**src/rtl/pkdma_pkg.sv**
```systemverilog
package pkdma_pkg;
   typedef enum logic [2:0] {
      S_IDLE,
      S_PGET,
      S_DPUT,
      S_DGET,
      S_PPUT
   } pk_state_t;

   localparam logic [2:0] RI_CTRL    = 3'd0;
   localparam logic [2:0] RI_COUNT   = 3'd1;
   localparam logic [2:0] RI_DRAM_HI = 3'd2;
   localparam logic [2:0] RI_DRAM_LO = 3'd3;
   localparam logic [2:0] RI_PER_HI  = 3'd4;
   localparam logic [2:0] RI_PER_LO  = 3'd5;

   localparam int CB_GO   = 0;
   localparam int CB_SEND = 1;
   localparam int CB_BYTE = 2;
   localparam int CB_BUSY = 15;
endpackage

```
**src/rtl/pkdma_regs.sv**
```systemverilog
module pkdma_regs
   import pkdma_pkg::*;
#(
   parameter int ADDR_W = 28,
   parameter int CNT_W  = 16,
   parameter int STEP   = 2,
   parameter int PER_HI = 25,
   parameter int PER_LO = 1
) (
   input  logic                     clk,
   input  logic                     rst_n,
   input  logic                     we,
   input  logic [2:0]               idx,
   input  logic [15:0]              wdata,
   output logic [15:0]              rdata,
   input  logic                     busy_i,
   input  logic                     send_i,
   input  logic                     byte_i,
   input  logic                     adv_i,
   input  logic                     dec_i,
   output logic [ADDR_W-1:0]        dram_addr_o,
   output logic [PER_HI-PER_LO:0]   per_addr_o,
   output logic [CNT_W-1:0]         cnt_o,
   output logic                     go_o,
   output logic                     go_send_o,
   output logic                     go_byte_o
);
   localparam int HI_W = ADDR_W - 16;

   logic [ADDR_W-1:0] dram_q;
   logic [ADDR_W-1:0] cs_q;
   logic [CNT_W-1:0]  cnt_q;

   assign go_o        = we && (idx == RI_CTRL) && wdata[CB_GO] && !busy_i;
   assign go_send_o   = wdata[CB_SEND];
   assign go_byte_o   = wdata[CB_BYTE];
   assign dram_addr_o = dram_q;
   assign per_addr_o  = cs_q[PER_HI:PER_LO];
   assign cnt_o       = cnt_q;

   always_ff @(posedge clk) begin
      if (!rst_n) begin
         dram_q <= '0;
         cs_q   <= '0;
         cnt_q  <= '0;
      end else begin
         if (we && !busy_i) begin
            case (idx)
               RI_COUNT:   cnt_q                <= wdata[CNT_W-1:0];
               RI_DRAM_HI: dram_q[ADDR_W-1:16]  <= wdata[HI_W-1:0];
               RI_DRAM_LO: dram_q[15:0]         <= wdata;
               RI_PER_HI:  cs_q[ADDR_W-1:16]    <= wdata[HI_W-1:0];
               RI_PER_LO:  cs_q[15:0]           <= wdata;
               default: ;
            endcase
         end
         if (adv_i) dram_q <= dram_q + ADDR_W'(STEP);
         if (dec_i) cnt_q  <= cnt_q - CNT_W'(1);
      end
   end

   always_comb begin
      rdata = '0;
      case (idx)
         RI_CTRL: begin
            rdata[CB_BUSY] = busy_i;
            rdata[CB_SEND] = send_i;
            rdata[CB_BYTE] = byte_i;
         end
         RI_COUNT:   rdata[CNT_W-1:0] = cnt_q;
         RI_DRAM_HI: rdata[HI_W-1:0]  = dram_q[ADDR_W-1:16];
         RI_DRAM_LO: rdata            = dram_q[15:0];
         RI_PER_HI:  rdata[HI_W-1:0]  = cs_q[ADDR_W-1:16];
         RI_PER_LO:  rdata            = cs_q[15:0];
         default:    rdata            = '0;
      endcase
   end

   // software writes cannot move the DRAM address during a transfer
   a_r10_dram_frozen: assert property (@(posedge clk) disable iff (!rst_n)
      busy_i && !adv_i |=> $stable(dram_q));
   // count only moves by the sequencer while busy
   a_r10_count_frozen: assert property (@(posedge clk) disable iff (!rst_n)
      busy_i && !dec_i |=> $stable(cnt_q));
   // peripheral bank address never moves during a transfer
   a_r6_cs_fixed: assert property (@(posedge clk) disable iff (!rst_n)
      busy_i |=> $stable(cs_q));
   // one word step per acknowledged DRAM access
   a_r5_word_step: assert property (@(posedge clk) disable iff (!rst_n)
      adv_i |=> dram_q == $past(dram_q) + ADDR_W'(STEP));
endmodule

```
**src/rtl/pkdma_seq.sv**
```systemverilog
module pkdma_seq
   import pkdma_pkg::*;
#(
   parameter int CNT_W = 16
) (
   input  logic             clk,
   input  logic             rst_n,
   input  logic             go_i,
   input  logic             go_send_i,
   input  logic             go_byte_i,
   input  logic [CNT_W-1:0] cnt_i,
   input  logic             dram_ack_i,
   input  logic             per_ack_i,
   output logic             busy_o,
   output logic             done_o,
   output logic             send_o,
   output logic             byte_o,
   output logic             lane_o,
   output logic             dram_req_o,
   output logic             dram_we_o,
   output logic             per_req_o,
   output logic             per_we_o,
   output logic             adv_o,
   output logic             dec_o,
   output logic             pcap_o,
   output logic             dcap_o
);
   pk_state_t st_q;
   logic      send_q, byte_q, lane_q, done_q;
   logic      dram_fire, per_fire, word_end, last;

   assign dram_req_o = (st_q == S_DPUT) || (st_q == S_DGET);
   assign dram_we_o  = (st_q == S_DPUT);
   assign per_req_o  = (st_q == S_PGET) || (st_q == S_PPUT);
   assign per_we_o   = (st_q == S_PPUT);

   assign dram_fire = dram_req_o && dram_ack_i;
   assign per_fire  = per_req_o && per_ack_i;
   assign word_end  = !byte_q || lane_q;

   assign adv_o  = dram_fire;
   assign dec_o  = ((st_q == S_DPUT) && dram_fire) ||
                   ((st_q == S_PPUT) && per_fire && word_end);
   assign last   = dec_o && (cnt_i == CNT_W'(1));
   assign pcap_o = (st_q == S_PGET) && per_fire;
   assign dcap_o = (st_q == S_DGET) && dram_fire;

   assign busy_o = (st_q != S_IDLE);
   assign done_o = done_q;
   assign send_o = send_q;
   assign byte_o = byte_q;
   assign lane_o = lane_q;

   always_ff @(posedge clk) begin
      if (!rst_n) begin
         st_q   <= S_IDLE;
         send_q <= 1'b0;
         byte_q <= 1'b0;
         lane_q <= 1'b0;
         done_q <= 1'b0;
      end else begin
         done_q <= 1'b0;
         case (st_q)
            S_IDLE: if (go_i) begin
               send_q <= go_send_i;
               byte_q <= go_byte_i;
               lane_q <= 1'b0;
               if (cnt_i == '0) done_q <= 1'b1;
               else             st_q   <= go_send_i ? S_DGET : S_PGET;
            end
            S_PGET: if (per_fire) begin
               lane_q <= !word_end;
               if (word_end) st_q <= S_DPUT;
            end
            S_DPUT: if (dram_fire) begin
               if (last) begin
                  st_q   <= S_IDLE;
                  done_q <= 1'b1;
               end else begin
                  st_q <= S_PGET;
               end
            end
            S_DGET: if (dram_fire) begin
               lane_q <= 1'b0;
               st_q   <= S_PPUT;
            end
            S_PPUT: if (per_fire) begin
               lane_q <= !word_end;
               if (last) begin
                  st_q   <= S_IDLE;
                  done_q <= 1'b1;
               end else if (word_end) begin
                  st_q <= S_DGET;
               end
            end
            default: st_q <= S_IDLE;
         endcase
      end
   end

   // a non-zero start makes the channel busy
   a_r3_go_busy: assert property (@(posedge clk) disable iff (!rst_n)
      go_i && (cnt_i != '0) |=> busy_o);
   // every end of busy carries a done pulse
   a_r3_done_on_end: assert property (@(posedge clk) disable iff (!rst_n)
      $fell(busy_o) |-> done_o);
   a_r3_done_idle: assert property (@(posedge clk) disable iff (!rst_n)
      done_o |-> !busy_o);
   // zero-count start finishes without a transfer
   a_r4_zero_start: assert property (@(posedge clk) disable iff (!rst_n)
      go_i && (cnt_i == '0) |=> done_o && !busy_o && !dram_req_o && !per_req_o);
   // requests are held until acknowledged
   a_r11_dram_hold: assert property (@(posedge clk) disable iff (!rst_n)
      dram_req_o && !dram_ack_i |=> dram_req_o && $stable(dram_we_o));
   a_r11_per_hold: assert property (@(posedge clk) disable iff (!rst_n)
      per_req_o && !per_ack_i |=> per_req_o && $stable(per_we_o));
endmodule

```
**src/rtl/pkdma_pack.sv**
```systemverilog
module pkdma_pack #(
   parameter int DATA_W     = 16,
   parameter bit BIG_ENDIAN = 1'b1
) (
   input  logic              clk,
   input  logic              rst_n,
   input  logic              pcap_i,
   input  logic              dcap_i,
   input  logic              byte_i,
   input  logic              lane_i,
   input  logic [DATA_W-1:0] per_rdata_i,
   input  logic [DATA_W-1:0] dram_rdata_i,
   output logic [DATA_W-1:0] dram_wdata_o,
   output logic [DATA_W-1:0] per_wdata_o
);
   localparam int BW = DATA_W / 2;

   logic [DATA_W-1:0] hold_q;
   logic              put_hi;

   generate
      if (BIG_ENDIAN) begin : g_big
         assign put_hi = !lane_i;
         // the second byte leaves the first (upper) byte untouched
         a_r7_first_kept: assert property (@(posedge clk) disable iff (!rst_n)
            pcap_i && byte_i && lane_i |=> hold_q[DATA_W-1:BW] == $past(hold_q[DATA_W-1:BW]));
      end else begin : g_little
         assign put_hi = lane_i;
      end
   endgenerate

   always_ff @(posedge clk) begin
      if (!rst_n) begin
         hold_q <= '0;
      end else if (dcap_i) begin
         hold_q <= dram_rdata_i;
      end else if (pcap_i) begin
         if (!byte_i)     hold_q              <= per_rdata_i;
         else if (put_hi) hold_q[DATA_W-1:BW] <= per_rdata_i[BW-1:0];
         else             hold_q[BW-1:0]      <= per_rdata_i[BW-1:0];
      end
   end

   assign dram_wdata_o = hold_q;
   assign per_wdata_o  = !byte_i ? hold_q :
                         {{BW{1'b0}}, (put_hi ? hold_q[DATA_W-1:BW] : hold_q[BW-1:0])};

   // a word-mode DRAM read is forwarded unchanged
   a_r9_word_pass: assert property (@(posedge clk) disable iff (!rst_n)
      dcap_i && !byte_i |=> per_wdata_o == $past(dram_rdata_i));
endmodule

```
**src/rtl/pkdma_engine.sv**
```systemverilog
module pkdma_engine #(
   parameter int ADDR_W     = 28,
   parameter int DATA_W     = 16,
   parameter int CNT_W      = 16,
   parameter int PER_HI     = 25,
   parameter int PER_LO     = 1,
   parameter bit BIG_ENDIAN = 1'b1
) (
   input  logic                    clk,
   input  logic                    rst_n,
   input  logic                    reg_we,
   input  logic [2:0]              reg_addr,
   input  logic [15:0]             reg_wdata,
   output logic [15:0]             reg_rdata,
   output logic                    busy,
   output logic                    done,
   output logic                    dram_req,
   output logic                    dram_we,
   output logic [ADDR_W-1:0]       dram_addr,
   output logic [DATA_W-1:0]       dram_wdata,
   input  logic [DATA_W-1:0]       dram_rdata,
   input  logic                    dram_ack,
   output logic                    per_req,
   output logic                    per_we,
   output logic [PER_HI-PER_LO:0]  per_addr,
   output logic [DATA_W-1:0]       per_wdata,
   input  logic [DATA_W-1:0]       per_rdata,
   input  logic                    per_ack
);
   localparam int STEP = DATA_W / 8;

   generate
      if (DATA_W != 16) begin : g_bad_data
         $fatal(1, "DATA_W must equal the 16-bit register width");
      end
      if (ADDR_W <= 16 || ADDR_W > 32) begin : g_bad_addr
         $fatal(1, "ADDR_W must lie in 17..32");
      end
      if (CNT_W < 1 || CNT_W > 16) begin : g_bad_cnt
         $fatal(1, "CNT_W must lie in 1..16");
      end
      if (PER_HI >= ADDR_W || PER_LO > PER_HI) begin : g_bad_per
         $fatal(1, "peripheral address slice out of range");
      end
   endgenerate

   logic             go, go_send, go_byte;
   logic             send_l, byte_l, lane;
   logic             adv, dec, pcap, dcap;
   logic [CNT_W-1:0] cnt;

   pkdma_regs #(
      .ADDR_W(ADDR_W), .CNT_W(CNT_W), .STEP(STEP), .PER_HI(PER_HI), .PER_LO(PER_LO)
   ) u_regs (
      .clk(clk), .rst_n(rst_n), .we(reg_we), .idx(reg_addr), .wdata(reg_wdata),
      .rdata(reg_rdata), .busy_i(busy), .send_i(send_l), .byte_i(byte_l),
      .adv_i(adv), .dec_i(dec), .dram_addr_o(dram_addr), .per_addr_o(per_addr),
      .cnt_o(cnt), .go_o(go), .go_send_o(go_send), .go_byte_o(go_byte)
   );

   pkdma_seq #(.CNT_W(CNT_W)) u_seq (
      .clk(clk), .rst_n(rst_n), .go_i(go), .go_send_i(go_send), .go_byte_i(go_byte),
      .cnt_i(cnt), .dram_ack_i(dram_ack), .per_ack_i(per_ack), .busy_o(busy),
      .done_o(done), .send_o(send_l), .byte_o(byte_l), .lane_o(lane),
      .dram_req_o(dram_req), .dram_we_o(dram_we), .per_req_o(per_req),
      .per_we_o(per_we), .adv_o(adv), .dec_o(dec), .pcap_o(pcap), .dcap_o(dcap)
   );

   pkdma_pack #(.DATA_W(DATA_W), .BIG_ENDIAN(BIG_ENDIAN)) u_pack (
      .clk(clk), .rst_n(rst_n), .pcap_i(pcap), .dcap_i(dcap), .byte_i(byte_l),
      .lane_i(lane), .per_rdata_i(per_rdata), .dram_rdata_i(dram_rdata),
      .dram_wdata_o(dram_wdata), .per_wdata_o(per_wdata)
   );
endmodule

```
**config.mk**
```make
export PLATFORM = sky130hd
export DESIGN_NAME = pkdma_engine
export DESIGN_NICKNAME = d
export VERILOG_FILES = /design/src/rtl/pkdma_pkg.sv /design/src/rtl/pkdma_regs.sv /design/src/rtl/pkdma_seq.sv /design/src/rtl/pkdma_pack.sv /design/src/rtl/pkdma_engine.sv
export SDC_FILE = /design/constraint.sdc
export NUM_CORES = 1
export LEC_CHECK = 0
export BUFFER_PORTS_ARGS = -buffer_cell sky130_fd_sc_hd__buf_2
export CORE_MARGIN = 2
export CORE_UTILIZATION = 35
export CTS_CLUSTER_SIZE = 10
export DETAILED_ROUTE_END_ITERATION = 16
export SLEW_MARGIN = 20
export SYNTH_ARGS = -nofsm -noshare
export SYNTH_HDL_FRONTEND = slang
export SYNTH_SLANG_ARGS = --single-unit
```
**constraint.sdc**
```tcl
create_clock -name clk -period 1.9 [get_ports clk]
set_input_delay 0.095 -clock clk [delete_from_list [all_inputs] [get_ports clk]]
set_output_delay 0.095 -clock clk [all_outputs]
set_load 0.03 [all_outputs]
```
---- After elaboration in Yosys (flattened, before gate mapping) ----
Index checks and enable logic that the tools add are counted.
cells by class
  multipliers ............................. 0
  equal/unequal tests ..................... 21
  bitwise logic cells ..................... 0
  reduce and logical (&&, ||, !) cells .... 41
  shift-type cells ........................ 0
  add/subtract/negate cells ............... 2
  divide/modulo/power cells ............... 0
  $lt $le $gt $ge ......................... 0
  multiplexer cells ....................... 41
operator list
  kind                                                                     number
  16-bit two-way mux                                                       8
  28-bit two-way mux                                                       2
  9-bit case mux with 5 select lines                                       1
  28-bit by 2-bit adder with 28-bit output, second input constant          1
  3-bit two-way mux                                                        9
  8-bit two-way mux                                                        3
  16-bit by 1-bit equality test with 1-bit output, second input constant   1
  16-bit zero test                                                         1
  2-bit AND reduction                                                      8
  16-bit by 1-bit subtractor with 16-bit output, second input constant     1
  3-bit case mux with 5 select lines                                       1
  3-bit by 2-bit equality test with 1-bit output, second input constant    4
  1-bit logical AND                                                        12
  12-bit two-way mux                                                       1
  2-bit by 1-bit inequality test with 1-bit output, second input constant  6
  2-bit case mux with 6 select lines                                       1
  2-bit nonzero test                                                       6
  3-bit equality test, second input constant                               3
  1-bit two-way mux                                                        9
  3-bit case mux with 3 select lines                                       1
  8-bit AND reduction                                                      1
  3-bit by 1-bit equality test with 1-bit output, second input constant    2
  3-bit zero test                                                          2
  3-bit inequality test, second input constant                             2
  11 further kinds                                                         19
word-level totals
  input bits .............................. 56
  bits in registers ....................... 95
  RAM bits ................................ 0
  bits in latches ......................... 0
  memories ................................ 0
  output and inout bits ................... 107
  memory bits (read-only) ................. 0

---- Logic depth before layout (Yosys ltp) ----
Gate-level depths: netlist of the first run.
  depth after elaboration ................. 10
  depth in mapped cells ................... 8
  mapped depth without buffers ............ 7

---- Hierarchy ----
A second synthesis of the first run with hierarchy kept.
second synthesis, totals
  cell total of the unflattened synthesis .. 763
  area, all modules ....................... 6,103.4 µm²
by module, submodules not included
  module      sequential area each (µm²)  cells each  area an instance (µm²)  instances
  pkdma_regs  1,441.4                     587         4,514.3                 1
  pkdma_pack  320.3                       104         1,006.0                 1
  pkdma_seq   140.1                       72          583.1                   1

---- Worst setup path after synthesis of the first run ----
Ideal clock, no wire load.
  kind .................................... register to register
  start point ............................. register u_regs.dram_q[10], in the netlist u_regs.dram_addr_o[10]
  end point ............................... register u_regs.dram_q[20], in the netlist u_regs.dram_addr_o[20]
  period minus slack after synthesis ...... 1.903 ns
  cell stages (with the launch flop) ...... 6
  path slack .............................. -0.003 ns
  path buffers ............................ 0
  data arrival time ....................... 1.783 ns
  cells stage by stage .................... dfxtp_1 > nand4_4 > nor4_4 > nand3_2 > and3_1 > o31a_1
on the way
  word-level cells in the longest chain between the ends .. 2
ends and longest elaborated chain
  element                                   line              RTL
  start: declaration                        pkdma_regs.sv:30  logic [ADDR_W-1:0] dram_q;
  start signal: indexed assignment          pkdma_regs.sv:50  RI_DRAM_HI: dram_q[ADDR_W-1:16] <= wdata[HI_W-1:0];
  start signal: assignment                  pkdma_regs.sv:51  RI_DRAM_LO: dram_q[15:0] <= wdata;
  start signal: assignment                  pkdma_regs.sv:57  if (adv_i) dram_q <= dram_q + ADDR_W'(STEP);
  28-bit by 2-bit adder with 28-bit output  pkdma_regs.sv:57
  28-bit two-way mux                        pkdma_regs.sv:57
Every way passes these cells.
A chain may end at the register's enable or synchronous reset.

---- Worst setup path after layout of the first run ----
  start point ............................. register u_seq.st_q[2]
  end point ............................... register u_seq.st_q[0]
on the way
  word-level cells in the longest chain between the ends .. 10
ends and longest elaborated chain
  element                                                                                line                                               RTL
  start: declaration                                                                     pkdma_seq.sv:28                                    pk_state_t st_q;
  start signal: assignment                                                               pkdma_seq.sv:69                                    else st_q <= go_send_i ? S_DGET : S_PGET;
  3-bit by 1-bit equality test with 1-bit output or 3-bit equality test (tied branches)  pkdma_seq.sv:34, pkdma_seq.sv:63, pkdma_seq.sv:43
  1-bit logical OR                                                                       pkdma_seq.sv:34                                    assign per_req_o = (st_q == S_PGET) || (st_q == S_PPUT);
  1-bit logical AND                                                                      pkdma_seq.sv:38                                    assign per_fire = per_req_o && per_ack_i;
  1-bit logical AND (2 in series)                                                        pkdma_seq.sv:43                                    ((st_q == S_PPUT) && per_fire && word_end);
  1-bit logical OR                                                                       pkdma_seq.sv:42                                    assign dec_o = ((st_q == S_DPUT) && dram_fire) ||
  1-bit logical AND                                                                      pkdma_seq.sv:44                                    assign last = dec_o && (cnt_i == CNT_W'(1));
  3-bit two-way mux or 1-bit two-way mux (tied branches)                                 pkdma_seq.sv:89, pkdma_seq.sv:76
  3-bit two-way mux (on tied branches)                                                   pkdma_seq.sv:87, pkdma_seq.sv:75
  3-bit case mux with 5 select lines                                                     pkdma_seq.sv:63                                    case (st_q)
Parallel ways exist; a longest one is shown, timed or not. The select of a mux whose other input is x is not followed.

==> impl_metrics.env, run 1 <==
export IMPL_outcome="completed"
export IMPL_fin_tns_setup_ns=0
export IMPL_post_synth_most_frequent_cells="sky130_fd_sc_hd__nand2_1, sky130_fd_sc_hd__dfxtp_1, sky130_fd_sc_hd__a21oi_1, sky130_fd_sc_hd__nor2_1, sky130_fd_sc_hd__mux2i_1"
export IMPL_cp_max_fo=14
export IMPL_detail_placement_hpwl_mm=16.0
export IMPL_clock_path_buffers=2
export IMPL_crit_arrival_ns=2.09
export IMPL_portBuffers=162
export IMPL_cts_htree_levels=3
export IMPL_slew_violations=0
export IMPL_maxSlewHeadroom_pct=71.3
export IMPL_synthTopCellsByArea="sky130_fd_sc_hd__dfxtp_1, sky130_fd_sc_hd__mux2i_1, sky130_fd_sc_hd__a21oi_1"
export IMPL_gpl_wtd_cong=0.919
export IMPL_path_clk_slew_ns=0.07
export IMPL_power_switching_mw=1.59
export IMPL_number_of_placement_rows=47
export IMPL_setup_fix_bufs_post_cts=0
export IMPL_track_usage_pct=23.2
export IMPL_min_period_ns=1.84
export IMPL_hold_violations=0
export IMPL_totalWireLength_mm=21.3
export IMPL_min_path_type="in2reg"
export IMPL_power_static_leakage_nw=3.37
export IMPL_worstSkewPairLatency_ns=0.36
export IMPL_fin_cells=1158
export IMPL_comb_power_share_pct=20.2
export IMPL_clock_power_share_pct=38.9
export IMPL_drtPass1Iterations=6
export IMPL_path_class="reg2reg"
export IMPL_yosys_warnings=0
export IMPL_grt_pass1_wl_mm=32.4
export IMPL_antenna_diode_count=0
export IMPL_post_synth_num_cell_types=69
export IMPL_clkSinkCount=95
export IMPL_power_report_internal_total_mw=3.61
export IMPL_r2r_slack_ns=0.06
export IMPL_worst_pin_slew_ns=0.429
export IMPL_ys_seq_elements=95
export IMPL_critPathLaunchType="flip-flop"
export IMPL_drc_errors=0
export IMPL_clock_fmax_mhz=543
export IMPL_switching_power_share_of_the_total_pct=30.6
export IMPL_async_reset_ff_share_pct=0
export IMPL_timing_critical_path_to_type="flip-flop"
export IMPL_floorplan_core_area_sq_mm=0.0166
export IMPL_fin_worst_hold_slack_ns=0.0181
export IMPL_grt_overflow_total=0
export IMPL_worst_setup_path_endpoint="u_seq.st_q[0]$_SDFFE_PN0P_"
export IMPL_synth_area_leader="sky130_fd_sc_hd__dfxtp_1"
export IMPL_antenna_left=0
export IMPL_synth_edf_count=0
export IMPL_initial_antenna_violation_count=1
export IMPL_synthesis_instances=767
export IMPL_worst_endpoint_required_ns=2.15
export IMPL_rr_startpoint="u_seq.st_q[2]$_SDFFE_PN0P_"
export IMPL_fp_dieArea_sq_mm=0.0180
export IMPL_final_period_utilization_pct=96.8
export IMPL_finalClockSkew_ns=0.00926
export IMPL_dieWidth_um=134
export IMPL_number_of_global_route_vias_before_repair=5845
export IMPL_finalNetCount=993
export IMPL_post_synth_cell_area_avg_sq_um=7.72
export IMPL_io_pins=163
export IMPL_tritoncts="done"
export IMPL_rr_endpoint="u_seq.st_q[0]$_SDFFE_PN0P_"
export IMPL_drv_cap=0
export IMPL_ratio_of_cells_with_drive_above_1_in_the_final_layout_pct=30.3
export IMPL_synth_main_ff_cell="sky130_fd_sc_hd__dfxtp_1"
export IMPL_power_density_cell_area_mw_per_mm2=689
export IMPL_final_design_area_no_fill_sq_mm=0.00754
export IMPL_setup_worst_path_start="u_seq.st_q[2]$_SDFFE_PN0P_"
export IMPL_vdd_ir_drop_worst_uv=439
export IMPL_most_frequent_cell_after_synthesis="sky130_fd_sc_hd__nand2_1"
export IMPL_final_setup_viol_count=0
export IMPL_share_of_the_synthesized_area_in_the_top_cell_type_pct=32.1
export IMPL_mappedNetlistNets=827
export IMPL_reg2reg_depth=7
export IMPL_clockRootBuffer="sky130_fd_sc_hd__clkbuf_16"
export IMPL_rsz0062_at_grt="no"
export IMPL_routedWlPerCell_um=18.4
export IMPL_via_per_inst=5.54
export IMPL_synth_cell_area_sq_mm=0.00592
export IMPL_placed_cells=1140
export IMPL_p_seq_share_pct=41.0
export IMPL_grt_start_max_net_pins=34
export IMPL_synth_seq_area_share_pct=32.1
export IMPL_areaGrowthSynthToFinish_pct=27.5
export IMPL_placement_cell_area_sq_mm=0.00714
export IMPL_tritoncts_num_buffers=9
export IMPL_vias=6417
export IMPL_drtIter0Drc=381
export IMPL_fp_dieH_um=134
export IMPL_start_util_pct=35.7
-- metal layers --
| layer | up-vias | track usage [%] | part of all wire (%) |
|---|---|---|---|
| met3 | 42 | 5.48 | 7.0 |
| met5 | - | 0 | 0.061 |
| met1 | 3024 | 29.7 | 44 |
| met2 | 267 | 37.6 | 45 |
| li1 | 3082 | - | - |
| met4 | 2 | 9.42 | 3.4 |
-- stage by stage --
step | worst slack [ns] | utilization [%] | power, mW
2_1_floorplan | 0.00540 | - | 2.80
3_3_place_gp | 0.0687 | 43.0 | 3.19
5_1_grt | 0.00181 | 45.5 | 5.37
4_1_cts | 0.00836 | 45.1 | 5.21
3_5_place_dp | 0.0551 | 43.0 | 3.20
6_report | 0.0600 | 45.5 | 5.20
-- placed cells by master, fill, tap and decap left out, drive strengths merged, types with 4 or more instances in the layout --
cell type and instances:
a221oi 8, dfxtp 95, nor4 10, nand2 108
mux2i 53, o211ai 8, nand4 14, nor2 85
inv 12, nand3 29, o21ai 19, nor2b 13
nor3 17, and4 4, buf 234, nand2b 8
a211oi 16, clkbuf 11, a22oi 6, a31oi 13
or3 5, ha 4, a21oi 86, and3 12
a2bb2oi 5
-- kinds of logic after synthesis --
| group | synth area share [%] |
|---|---|
| AOI/OAI and AO/OA | 21.1 |
| xor gates and xnor gates | 0.296 |
| adders and majority gates | 0.846 |
| buffers and inverters | 8.10 |
| DFF | 32.1 |
| muxes | 9.53 |
| and+or+nand+nor | 28.0 |
-- worst max-delay path: stages (launching register included) --
cell and delay (ns):
sky130_fd_sc_hd__dfxtp_2 0.36, sky130_fd_sc_hd__buf_6 0.17, sky130_fd_sc_hd__and3b_1 0.26, sky130_fd_sc_hd__a31oi_4 0.26, sky130_fd_sc_hd__buf_4 0.19, sky130_fd_sc_hd__o31a_1 0.12
sky130_fd_sc_hd__o21ai_1 0.07, sky130_fd_sc_hd__o31ai_1 0.30
-- final cells by class --
type / count / area (sq um)
inverters: 12 / 45.0
clock inverters: 6 / 93.8
repair buffers: 236 / 1410
clock buffers: 10 / 229
well taps: 220 / 275
flip-flops and latches: 95 / 1910
multi-input cells: 579 / 3590
fillers: 1709 / 9040
-- timing repair --
action | 4_1_cts | 5_1_grt
resized for setup | 2 | 15
pin swaps | 0 | 2
cloned | 0 | 1
hold buffers | 1 | 0
setup endpoints to repair | 1 | 20
endpoints found under the hold margin | 1 | 0
-- registers in the layout, indices dropped and copies added (netlist names) --
| name | cells |
|---|---|
| u_regs.dram_addr_o | 28 |
| u_pack.dram_wdata_o | 16 |
| u_regs.cnt_o | 16 |
| u_seq.st_q | 3 |
| u_regs.cs_q | 28 |
| u_seq.send_o | 1 |
| u_seq.done_o | 1 |
| u_seq.byte_o | 1 |
| u_seq.lane_o | 1 |
-- power groups by stage --
stage | logic, mW | registers [mW] | clock network [mW]
after global routing | 1.13 | 2.14 | 2.10
after global placement | 1.02 | 2.17 | 0
after floorplan | 0.587 | 2.22 | 0
after CTS | 1.03 | 2.13 | 2.05
after detailed placement | 1.02 | 2.17 | 0
final | 1.05 | 2.13 | 2.02
-- worst min path at each step --
stage	from	to	slack [ns]	depth (start not counted)
after global placement	reg_wdata[13]	u_regs.cs_q[13]$_SDFFE_PN0P_	0.38	3
after global routing	reg_wdata[14]	u_regs.cs_q[14]$_SDFFE_PN0P_	0.02	3
final	dram_rdata[7]	u_pack.dram_wdata_o[7]$_SDFFE_PN0P_	0.02	3
after floorplan	reg_wdata[0]	u_regs.cs_q[0]$_SDFFE_PN0P_	0.23	2
after detailed placement	reg_wdata[13]	u_regs.cs_q[13]$_SDFFE_PN0P_	0.38	3
after CTS	reg_wdata[12]	u_regs.cs_q[12]$_SDFFE_PN0P_	0.004	3
Note: power is estimated with default switching activity, not from simulation.
==> run 2: changes to the inputs <==
--- a/config.mk
+++ b/config.mk
@@ -5,6 +5,7 @@
 export SDC_FILE = /design/constraint.sdc
 export NUM_CORES = 1
 export LEC_CHECK = 0
+export ABC_AREA = 1
 export BUFFER_PORTS_ARGS = -buffer_cell sky130_fd_sc_hd__buf_2
 export CORE_MARGIN = 2
 export CORE_UTILIZATION = 35
==> run 2 against run 1 <==
Flip-flop and latch count unchanged. Die area increased by 3.8%. Design area decreased by 0.86%. First-iteration DRC count increased by 67%. Clock skew about the same. Hold slack improved by 0.018 ns. Clock power about the same. Fmax increased by 0.25%. Via count increased by 9.6%. Combinational power increased by 45%. Sequential share of layout area increased by 0.17 points. Clock-buffer cell count decreased by 1. Critical path type unchanged. Critical endpoint is now u_regs.cs_q[22]$_SDFFE_PN0P_.
==> impl_metrics.env, run 2 <==
export IMPL_outcome="completed"
export IMPL_slew_violations=0
export IMPL_vias=7035
export IMPL_start_util_pct=35.7
export IMPL_vdd_ir_drop_worst_uv=484
export IMPL_synth_cell_area_sq_mm=0.00615
export IMPL_finalClockSkew_ns=0.00972
export IMPL_async_reset_ff_share_pct=0
export IMPL_clock_fmax_mhz=545
export IMPL_final_period_utilization_pct=96.6
export IMPL_ratio_of_cells_with_drive_above_1_in_the_final_layout_pct=22.3
export IMPL_worstSkewPairLatency_ns=0.36
export IMPL_critPathTopFamily="simple AND/OR/NAND/NOR gates"
export IMPL_drtPass1Iterations=6
export IMPL_post_synth_num_cell_types=38
export IMPL_layout_cells_most_common="sky130_fd_sc_hd__nand2_1"
export IMPL_fin_tns_setup_ns=0
export IMPL_initial_antenna_violation_count=0
export IMPL_rr_endpoint="u_regs.cs_q[22]$_SDFFE_PN0P_"
export IMPL_post_synth_cell_area_avg_sq_um=6.43
export IMPL_worst_pin_slew_ns=0.575
export IMPL_worst_endpoint_required_ns=2.19
export IMPL_p_total_mw=5.73
export IMPL_path_class="reg2reg"
export IMPL_track_usage_pct=24.2
export IMPL_crit_chain="nor2_4, nand2_4, nor2_8, inv_2, nor2_2, o21ai_0, nor2_1"
export IMPL_critPathLaunchType="flip-flop"
export IMPL_cts_htree_levels=3
export IMPL_synth_edf_count=0
export IMPL_floorplan_core_area_sq_mm=0.0172
export IMPL_clkSinkCount=95
export IMPL_whs_path_depth=3
export IMPL_drtIter0Drc=637
export IMPL_grt_start_max_net_pins=38
export IMPL_synth_main_ff_cell="sky130_fd_sc_hd__dfxtp_1"
export IMPL_worstHoldEndpoint="u_pack.dram_wdata_o[4]$_SDFFE_PN0P_"
export IMPL_crit_arrival_ns=2.13
export IMPL_drc_errors=0
export IMPL_io_pins=163
export IMPL_rsz0062_at_grt="no"
export IMPL_hold_violations=0
export IMPL_clockRootBuffer="sky130_fd_sc_hd__clkbuf_16"
export IMPL_final_setup_viol_count=0
export IMPL_hold_path_startpoint="dram_rdata[4]"
export IMPL_min_path_type="in2reg"
export IMPL_crit_buf_inv=1
export IMPL_post_synth_most_frequent_cells="sky130_fd_sc_hd__nand2_1, sky130_fd_sc_hd__inv_1, sky130_fd_sc_hd__nor2_1"
export IMPL_portBuffers=162
export IMPL_most_frequent_cell_after_synthesis="sky130_fd_sc_hd__nand2_1"
export IMPL_setup_fix_bufs_post_cts=0
export IMPL_detail_placement_hpwl_mm=17.4
export IMPL_antenna_left=0
export IMPL_maxSlewHeadroom_pct=61.6
export IMPL_share_of_the_synthesized_area_in_the_top_cell_type_pct=30.9
export IMPL_cp_max_fo=11
export IMPL_number_of_placement_rows=48
export IMPL_areaGrowthSynthToFinish_pct=21.6
export IMPL_fp_dieH_um=137
export IMPL_fp_dieArea_sq_mm=0.0186
export IMPL_tritoncts_num_buffers=9
export IMPL_synth_area_leader="sky130_fd_sc_hd__dfxtp_1"
export IMPL_reg2reg_depth=7
export IMPL_finalNetCount=1165
export IMPL_yosys_warnings=0
export IMPL_fin_worst_hold_slack_ns=0.0365
export IMPL_tritoncts="done"
export IMPL_antenna_diode_count=0
export IMPL_routedWlPerCell_um=17.1
export IMPL_number_of_global_route_vias_before_repair=6327
export IMPL_min_period_ns=1.84
export IMPL_final_core_utilization_pct=43.4
export IMPL_power_density_cell_area_mw_per_mm2=767
export IMPL_timing_critical_path_to_type="flip-flop"
export IMPL_crit_slowest_cell="sky130_fd_sc_hd__nor2_2"
export IMPL_synthesis_instances=957
export IMPL_mappedNetlistNets=1017
export IMPL_rr_startpoint="u_seq.st_q[0]$_SDFFE_PN0P_"
export IMPL_power_static_leakage_nw=3.51
export IMPL_synth_seq_area_share_pct=30.9
export IMPL_synthTopCellsByArea="sky130_fd_sc_hd__dfxtp_1, sky130_fd_sc_hd__nand2_1, sky130_fd_sc_hd__o21ai_0"
export IMPL_grt_overflow_total=0
export IMPL_path_clk_slew_ns=0.08
export IMPL_gpl_wtd_cong=0.988
export IMPL_clock_path_buffers=2
export IMPL_via_per_inst=5.27
export IMPL_slowest_delay_ns=0.48
export IMPL_drv_cap=0
export IMPL_ys_seq_elements=95
export IMPL_mostFrequentLayoutCells="sky130_fd_sc_hd__nand2_1, sky130_fd_sc_hd__buf_2, sky130_fd_sc_hd__inv_1, sky130_fd_sc_hd__nor2_1, sky130_fd_sc_hd__dfxtp_1"
export IMPL_r2r_slack_ns=0.06
export IMPL_dieWidth_um=137
export IMPL_totalWireLength_mm=22.9
export IMPL_grt_pass1_wl_mm=34.7
-- run 2: cell types whose count changed after synthesis, sizes merged, moves of 9 or more --
cell,before,now
mux2i,53,0
nor2b,13,0
inv,11,118
a211oi,16,1
clkbuf,33,18
o22ai,2,15
nor2,85,104
nand3,29,45
o21ai,19,102
nand2,108,242
and3,12,0
xor2,2,11
-- run 2: worst max-delay path by stage --
stage,start,endpoint,cells after the start
after floorplan,u_regs.dram_addr_o[2]$_SDFFE_PN0P_,u_regs.dram_addr_o[23]$_SDFFE_PN0P_,10
after global placement,u_regs.dram_addr_o[11]$_SDFFE_PN0P_,u_regs.dram_addr_o[24]$_SDFFE_PN0P_,9
after detailed placement,u_regs.dram_addr_o[11]$_SDFFE_PN0P_,u_regs.dram_addr_o[24]$_SDFFE_PN0P_,9
after CTS,u_regs.dram_addr_o[8]$_SDFFE_PN0P_,reg_rdata[8],6
after global routing,u_regs.dram_addr_o[23]$_SDFFE_PN0P_,reg_rdata[7],5
final,u_seq.st_q[0]$_SDFFE_PN0P_,u_regs.cs_q[22]$_SDFFE_PN0P_,7
-- run 2: layer usage --
layer,track usage (%),share of wire [%],up-vias
met3,5.96,8.0,45
met5,0,0,-
met4,7.93,2.5,0
met1,33.2,43,3241
li1,-,-,3436
met2,37.2,46,313
-- run 2: report_power, final --
part / internal, mW / leakage, nW / switching [mW]
sequential: 2.10 / 0.769 / 0.120
combinational: 0.469 / 2.59 / 1.05
clock: 1.15 / 0.151 / 0.842
-- run 2: final cells by class --
type | count | area (sq um)
sequential | 95 | 1900
clock buffer | 9 | 225
clock inverter | 6 | 86.3
multi-input combinational | 685 | 3440
tap | 225 | 282
inverter | 119 | 447
fill | 1831 | 9760
timing repair buffer | 195 | 1100
-- run 2: tightest hold or removal path, delay by kind of cell --
| family | cells | cell delay, ns |
|---|---|---|
| AO/OA/AOI/OAI | 2 | 0.19 |
| buffers and inverters | 1 | 0.08 |
-- run 2: cell families after synthesis --
family / after synthesis / share of synthesized area [%]
AOI/OAI and AO/OA: 242 / 22.2
DFF: 95 / 30.9
buffers and inverters: 178 / 13.5
adders and majority gates: 4 / 0.814
xor gates and xnor gates: 12 / 1.71
and+or+nand+nor: 426 / 30.8
-- run 2: what timing repair did --
action / 4_1_cts / 5_1_grt
endpoints found under the hold margin: 7 / 0
hold buffers: 7 / 0
gates resized for setup: 0 / 4
endpoints found under the setup margin: 0 / 6
-- run 2: metrics by stage --
| step | instance area [sq um] | std cells | setup WS, ns |
|---|---|---|---|
| floorplan | 6150 | 957 | 0.103 |
| global placement | 7080 | 1311 | 0.200 |
| detailed placement | 7080 | 1311 | 0.161 |
| CTS | 7460 | 1333 | 0.0537 |
| global route | 7480 | 1334 | 0.00434 |
| finish | 7480 | 1334 | 0.0645 |
